### src/rtl/dptr_pkg.sv
package dptr_pkg;
    // Which pointer is active
    typedef enum logic {
        SEL_PTR0 = 1'b0,
        SEL_PTR1 = 1'b1
    } sel_state_e;

    // Default SFR map; the select address is where the toggle-by-increment trick lives
    localparam logic [7:0] P0_LO_DEF = 8'h82;
    localparam logic [7:0] P0_HI_DEF = 8'h83;
    localparam logic [7:0] P1_LO_DEF = 8'h84;
    localparam logic [7:0] P1_HI_DEF = 8'h85;
    localparam logic [7:0] SEL_DEF   = 8'h86;
endpackage

### src/rtl/dptr_select.sv
module dptr_select
    import dptr_pkg::*;
#(
    parameter int DATA_W = 8
) (
    input  logic              clk,
    input  logic              rst_n,
    input  logic              wr_en,
    input  logic              wr_bit,
    output logic              sel_idx,
    output logic [DATA_W-1:0] rd_byte
);
    sel_state_e state_q, state_d;

    always_ff @(posedge clk or negedge rst_n) begin
        if (!rst_n) state_q <= SEL_PTR0;
        else        state_q <= state_d;
    end

    always_comb begin
        state_d = state_q;
        unique case (state_q)
            SEL_PTR0: if (wr_en && wr_bit)  state_d = SEL_PTR1;
            SEL_PTR1: if (wr_en && !wr_bit) state_d = SEL_PTR0;
            default:                        state_d = SEL_PTR0;
        endcase
    end

    always_comb begin
        sel_idx = 1'b0;
        unique case (state_q)
            SEL_PTR0: sel_idx = 1'b0;
            SEL_PTR1: sel_idx = 1'b1;
            default:  sel_idx = 1'b0;
        endcase
        rd_byte = {{(DATA_W-1){1'b0}}, sel_idx};
    end
endmodule

### src/rtl/dptr_reg.sv
module dptr_reg #(
    parameter int DATA_W = 8,
    localparam int PTR_W = 2 * DATA_W
) (
    input  logic              clk,
    input  logic              rst_n,
    input  logic              ld,
    input  logic              inc,
    input  logic [PTR_W-1:0]  ld_val,
    input  logic              wr_lo,
    input  logic              wr_hi,
    input  logic [DATA_W-1:0] wdata,
    output logic [PTR_W-1:0]  value
);
    logic [PTR_W-1:0] nxt;

    // Core operations take precedence over byte writes from the SFR bus
    always_comb begin
        nxt = value;
        if (ld) begin
            nxt = ld_val;
        end else if (inc) begin
            nxt = value + PTR_W'(1);
        end else begin
            if (wr_lo) nxt[DATA_W-1:0]     = wdata;
            if (wr_hi) nxt[PTR_W-1:DATA_W] = wdata;
        end
    end

    always_ff @(posedge clk or negedge rst_n) begin
        if (!rst_n) value <= '0;
        else        value <= nxt;
    end
endmodule

### src/rtl/dptr_unit.sv
module dptr_unit
    import dptr_pkg::*;
#(
    parameter int              DATA_W = 8,
    parameter int              ADDR_W = 8,
    parameter logic [ADDR_W-1:0] P0_LO_ADDR = ADDR_W'(P0_LO_DEF),
    parameter logic [ADDR_W-1:0] P0_HI_ADDR = ADDR_W'(P0_HI_DEF),
    parameter logic [ADDR_W-1:0] P1_LO_ADDR = ADDR_W'(P1_LO_DEF),
    parameter logic [ADDR_W-1:0] P1_HI_ADDR = ADDR_W'(P1_HI_DEF),
    parameter logic [ADDR_W-1:0] SEL_ADDR   = ADDR_W'(SEL_DEF),
    localparam int PTR_W = 2 * DATA_W
) (
    input  logic              clk,
    input  logic              rst_n,
    input  logic [ADDR_W-1:0] sfr_addr,
    input  logic              sfr_wr,
    input  logic              sfr_rd,
    input  logic [DATA_W-1:0] sfr_wdata,
    output logic [DATA_W-1:0] sfr_rdata,
    input  logic              core_load,
    input  logic [PTR_W-1:0]  core_load_val,
    input  logic              core_inc,
    output logic [PTR_W-1:0]  core_addr
);
    localparam int NPTR = 2;

    logic              sel_idx;
    logic [DATA_W-1:0] sel_byte;
    logic [PTR_W-1:0]  ptr_val [NPTR];

    dptr_select #(.DATA_W(DATA_W)) u_sel (
        .clk     (clk),
        .rst_n   (rst_n),
        .wr_en   (sfr_wr && (sfr_addr == SEL_ADDR)),
        .wr_bit  (sfr_wdata[0]),
        .sel_idx (sel_idx),
        .rd_byte (sel_byte)
    );

    for (genvar g = 0; g < NPTR; g++) begin : g_ptr
        localparam logic [ADDR_W-1:0] LO_A = (g == 0) ? P0_LO_ADDR : P1_LO_ADDR;
        localparam logic [ADDR_W-1:0] HI_A = (g == 0) ? P0_HI_ADDR : P1_HI_ADDR;
        logic active;
        assign active = (sel_idx == 1'(g));

        dptr_reg #(.DATA_W(DATA_W)) u_reg (
            .clk    (clk),
            .rst_n  (rst_n),
            .ld     (active && core_load),
            .inc    (active && core_inc),
            .ld_val (core_load_val),
            .wr_lo  (sfr_wr && (sfr_addr == LO_A)),
            .wr_hi  (sfr_wr && (sfr_addr == HI_A)),
            .wdata  (sfr_wdata),
            .value  (ptr_val[g])
        );
    end

    assign core_addr = ptr_val[sel_idx];

    always_comb begin
        sfr_rdata = '0;
        if (sfr_rd) begin
            if      (sfr_addr == P0_LO_ADDR) sfr_rdata = ptr_val[0][DATA_W-1:0];
            else if (sfr_addr == P0_HI_ADDR) sfr_rdata = ptr_val[0][PTR_W-1:DATA_W];
            else if (sfr_addr == P1_LO_ADDR) sfr_rdata = ptr_val[1][DATA_W-1:0];
            else if (sfr_addr == P1_HI_ADDR) sfr_rdata = ptr_val[1][PTR_W-1:DATA_W];
            else if (sfr_addr == SEL_ADDR)   sfr_rdata = sel_byte;
        end
    end
endmodule

### config.mk
export PLATFORM = sky130hd
export DESIGN_NAME = dptr_unit
export DESIGN_NICKNAME = d
export VERILOG_FILES = /design/src/rtl/dptr_pkg.sv /design/src/rtl/dptr_select.sv /design/src/rtl/dptr_reg.sv /design/src/rtl/dptr_unit.sv
export SDC_FILE = /design/constraint.sdc
export NUM_CORES = 1
export LEC_CHECK = 0
export CORE_AREA = 8 8 129 95
export CTS_CLUSTER_DIAMETER = 200
export DETAILED_ROUTE_END_ITERATION = 6
export DIE_AREA = 0 0 137 103
export PLACE_DENSITY = 0.57
export SYNTH_ARGS = -nofsm -noshare
export SYNTH_HDL_FRONTEND = slang
export SYNTH_SLANG_ARGS = --single-unit
### constraint.sdc
create_clock -name clk -period 2.5 [get_ports clk]
set_clock_uncertainty 0.05 [all_clocks]
set_input_delay 0.5 -clock clk [delete_from_list [all_inputs] [get_ports clk]]
set_output_delay 0.5 -clock clk [all_outputs]
set_load 0.05 [all_outputs]
# Word level (Yosys, flattened, before mapping)
# Index checks and enable logic that the tools add are counted.
[totals] word_cells=53 in_bits=38 reg_bits=33
[classes] n_bitwise=3 n_eq_ne=5 order_cmp=1 n_mux=21 add_sub_neg=2 reduce_logical=16
[ops] operator="16-bit two-way mux" n=7
[ops] operator="8-bit two-way mux" n=9
[ops] operator="8-bit equality test (second input constant)" n=5
[ops] operator="16-bit by 1-bit adder with 16-bit output (second input constant)" n=2
[ops] operator="3-bit nonzero test" n=4
[ops] operator="1-bit logical AND" n=11
[ops] operator="1-bit case mux with 2 select lines" n=2
[ops] operator="1-bit two-way mux" n=3
[ops] operator="2-bit greater-or-equal comparator (second input constant)" n=1
[ops] operator="1-bit NOT" n=2
[ops] operator="1-bit NOT with 2-bit output" n=1
[ops] operator="1-bit logical NOT" n=1

# Depth between registers and ports, before layout
[logic_depth] ltp_word=8 ltp_mapped=8

# Hierarchy
# From an unflattened synthesis, not the netlist that was laid out.
[unflattened] cells_unflattened=401 hier_area_um2=3271.9
[by_module_without_submodules] module="dptr_reg" n_inst=2 seq_area_each_um2=400.4 cells_per_inst=152 area_per_inst_um2=1219.9
[by_module_without_submodules] module="dptr_unit" n_inst=1 seq_area_each_um2=0.0 cells_per_inst=86 area_per_inst_um2=728.2
[by_module_without_submodules] module="dptr_select" n_inst=1 seq_area_each_um2=25.0 cells_per_inst=11 area_per_inst_um2=103.8

# Worst setup path after synthesis
# No wires, ideal clock.
[synth_timing] kind="reg2out" from="register (tool-made name)" to="output port core_addr[5]" setup_slack_ps=-87 path_buffers=3 stages_incl_launch_ff=5 arrival_ps=2037 required_ps=1950 cell_sequence="dfrtp_1 buf_2 buf_2 clkbuf_1 o21ai_0"
[synth_rtl] item="to (decl)" line_no="dptr_unit.sv:23" text="output logic [PTR_W-1:0] core_addr"

# Worst setup path after layout
[layout_timing] from="input port sfr_addr[4]" to="output port sfr_rdata[2]"
[layout_between] elab_chain_cells=6 elab_cells_between_ends=9 cone_classes="4 x eq/ne; 5 x mux"
[layout_rtl] item="from (decl)" line_no="dptr_unit.sv:15" text="input logic [ADDR_W-1:0] sfr_addr,"
[layout_rtl] item="8-bit equality test" line_no="dptr_unit.sv:67" text="else if (sfr_addr == P1_HI_ADDR) sfr_rdata = ptr_val[1][PTR_W-1:DATA_W];"
[layout_rtl] item="8-bit two-way mux" line_no="dptr_unit.sv:67"
[layout_rtl] item="8-bit two-way mux" line_no="dptr_unit.sv:66" text="else if (sfr_addr == P1_LO_ADDR) sfr_rdata = ptr_val[1][DATA_W-1:0];"
[layout_rtl] item="8-bit two-way mux" line_no="dptr_unit.sv:65" text="else if (sfr_addr == P0_HI_ADDR) sfr_rdata = ptr_val[0][PTR_W-1:DATA_W];"
[layout_rtl] item="8-bit two-way mux *" line_no="dptr_unit.sv:64" text="if (sfr_addr == P0_LO_ADDR) sfr_rdata = ptr_val[0][DATA_W-1:0];"
[layout_rtl] item="8-bit two-way mux *" line_no="dptr_unit.sv:63" text="if (sfr_rd) begin"
[layout_rtl] item="to (decl)" line_no="dptr_unit.sv:19" text="output logic [DATA_W-1:0] sfr_rdata,"
# Every way passes the cells marked *; elsewhere a longest branch is shown, timed or not.

==> run summary <==
Status = complete, no violations
EDFF count, synth = 0
Synthesized net count = 436
Die height = 103 um
Main synth FF type = dfrtp_1
Via count = 3646
Crit Path Class = primary input to output port
Port Buffers = 61
Commonest non-fill, non-tap cells in the layout = buf_4 (55), a21oi_1 (50), o21ai_0 (44)
Slew @ Worst Pin = 0.852 ns
Core area = 0.0102 mm^2
DR vias/cell = 5.90
Synthesized cell area = 0.00300 mm^2
CTS tree = yes
IO Pins = 62
Final setup fails = 0
Count of antenna-violating nets left after detailed routing = 0
Pwr dens = 568 mW/mm^2
Number of flip-flops in the largest register = 32
DRT iter0 DRCs = 434
Synth Area per Inst = 7.56 um^2
Diode count = 0
Residual DRC count = 0
Synth warn = 0
Dpl hpwl = 10100 um
Smallest hold slack = 0.587 ns
Total die area = 0.0141 mm^2
Largest net degree at the start of global routing = 34
Die X = 137 um
Worst slew margin = 0.432
RSZ-0062 raised after global routing = no
Slowest stage delay, CP = 0.40 ns
Hold Buf Count CTS = 0
Worst-path fanout max = 4
DRT Pass-1 Iters = 5
Top reg by flops = g_ptr.u_reg.value
Placed Cells = 606
Vias in the first global route = 3505
Worst reg2reg setup slack = 0.42 ns
Initial Util = 0.295
Worst reg2reg endpoint = g_ptr[0].u_reg.value[14]
Max-Cap Viols = 0
Max Buffers Root-to-Sink = 2
Crit. End Element = output port
Levels on crit path = 7
Routed wire length = 13200 um
Worst r2r src = g_ptr[0].u_reg.value[0]
Clock root buffer = clkbuf_16
WL/cell = 21.3 um
Post-synthesis cell count = 396
Bufs and invs on worst path = 3
Top Registers = g_ptr.u_reg.value: 32 flops
Slowest stage cell, crit path = nor4b_4
Clk_lat worst skew = 0.29 ns
Final Util = 0.435
Tightest Hold Check Type = primary input to asynchronous set/reset pin
CTS HTree Levels = 2
Critical path cell sequence = dlygate4sd2_1, nor4b_4, and2_4, buf_6, o21ai_2, nor2_4, buf_12
# rows = 31
GP Congestion = 0.907
Layout cells sized above 1 = 0.292
Place WS = -0.439 ns
Setup crit start kind = primary input
Overflow after GRT = 0
Nets@finish = 525
Worst EP required = 1.95 ns
Fillcell total = 1016
Slack of the critical path = 0.0469 ns
Crit path DAT = 1.90 ns
Yosys reg bits = 33
Setup crit start = sfr_addr[4]
Max IR drop VDD = 0.251 mV
Cell family with most CP delay = simple AND/OR/NAND/NOR gates
GRT Total Usage = 0.191
Achievable Freq = 408 MHz
Seq/Total Area, Yosys = 0.276
Synth async-reset ratio = 1.00
Clock sink count = 33
Tot Pwr = 2.51 mW
Leakage = 1.74 nW
CP Capture Point = sfr_rdata[2]
Antenna violations before repair = 1
Tmin final = 2.45 ns
R2R depth = 6
Clock-pin slew on the worst setup and hold paths = 0.05 ns
Final hold violations = 0
Final cell count without fillers = 618
Slew Viols, Final = 0
First-pass GRT wire length = 20300 um
Most common cell after layout, fill and taps aside = buf_4
Final worst-path cycle share = 0.981
Syn-to-layout area delta = 47.5%
Total CTS buffers = 5
Synth cell types = 62
cell families (layout without fill, tap and decap cells):
kind of cell	Yosys count	in the layout	synth area share
AOI/OAI and AO/OA	165	165	0.343
xor gates and xnor gates	4	4	0.0117
adders and majority gates	2	2	0.00835
buffers and inverters	34	124	0.0480
DFF	33	33	0.276
muxes	17	17	0.0639
and+or+nand+nor	141	141	0.249
how the worst min path moves through the flow:
| stage | slack, ns | endpoint | startpoint |
|---|---|---|---|
| floorplan | 0.15 | asynchronous set/reset pin | rst_n |
| global placement | 0.55 | g_ptr[0].u_reg.value[7] | g_ptr[0].u_reg.value[7] |
| detailed placement | 0.55 | g_ptr[0].u_reg.value[7] | g_ptr[0].u_reg.value[7] |
| CTS | 0.59 | g_ptr[0].u_reg.value[7] | g_ptr[0].u_reg.value[7] |
| global route | 0.64 | g_ptr[0].u_reg.value[4] | rst_n |
| finish | 0.59 | g_ptr[0].u_reg.value[4] | rst_n |
stage by stage:
step	setup TNS, ns	cell area, um^2
CTS	0	4420
global placement	-3.69	4070
global route	0	4420
floorplan	-0.175	3010
detailed placement	-3.97	4070
finish	0	4420
cell type report:
cell class,count,area (um^2),area share
Tap cell,132,165,0.0374
Multi-Input combinational cell,329,2180,0.493
Clock inverter,1,5.00,0.00113
Timing Repair Buffer,111,1070,0.242
Sequential cell,33,826,0.187
Inverter,5,18.8,0.00425
Clock buffer,7,153,0.0345
power by group:
part	internal, mW	total, mW	switching [mW]
clock network	0.422	0.672	0.250
logic	0.370	0.870	0.501
registers	0.663	0.966	0.303
total	1.45	2.51	1.05
repair_timing:
| action | CTS | global route |
|---|---|---|
| setup endpoints to repair | 8 | 7 |
| gates cloned | 1 | 0 |
| gates resized for setup | 53 | 10 |
| pin swaps | 9 | 12 |
| setup buffers | 6 | 3 |
synthesized netlist by cell type (2+ instances only):
library cell | number | share of area
and3_1 | 4 | 0.0084
a211oi_1 | 2 | 0.0050
nor3_1 | 9 | 0.015
a221oi_1 | 8 | 0.023
dfrtp_1 | 33 | 0.28
a21oi_1 | 50 | 0.084
a311oi_1 | 5 | 0.015
nor2_1 | 48 | 0.060
nand2b_1 | 5 | 0.010
ha_1 | 2 | 0.0084
o31ai_1 | 7 | 0.018
nand3_2 | 3 | 0.010
a22oi_1 | 5 | 0.013
inv_1 | 5 | 0.0063
a221o_1 | 4 | 0.013
mux2_2 | 17 | 0.064
nand2_1 | 32 | 0.040
a31oi_1 | 5 | 0.010
nand3_1 | 9 | 0.015
a41oi_1 | 2 | 0.0058
xnor2_1 | 3 | 0.0088
buf_2 | 13 | 0.022
nor2b_1 | 3 | 0.0063
o221ai_1 | 2 | 0.0058
nand4_1 | 6 | 0.013
o22a_1 | 2 | 0.0058
o22ai_1 | 4 | 0.0084
a22o_1 | 2 | 0.0058
o21ai_0 | 52 | 0.087
a21o_1 | 3 | 0.0075
clkbuf_1 | 16 | 0.020
nor4_1 | 2 | 0.0042
and2_1 | 4 | 0.0084
routing by layer:
layer  global-route usage  vias up  part of all wire
met5                    0        -            0.0011
met4               0.0516        2             0.017
met3               0.0594       26              0.11
met2                0.274      211              0.41
met1                0.267     1736              0.46
li1                     -     1671                 -
No activity file was read; power rests on OpenSTA's default activity.
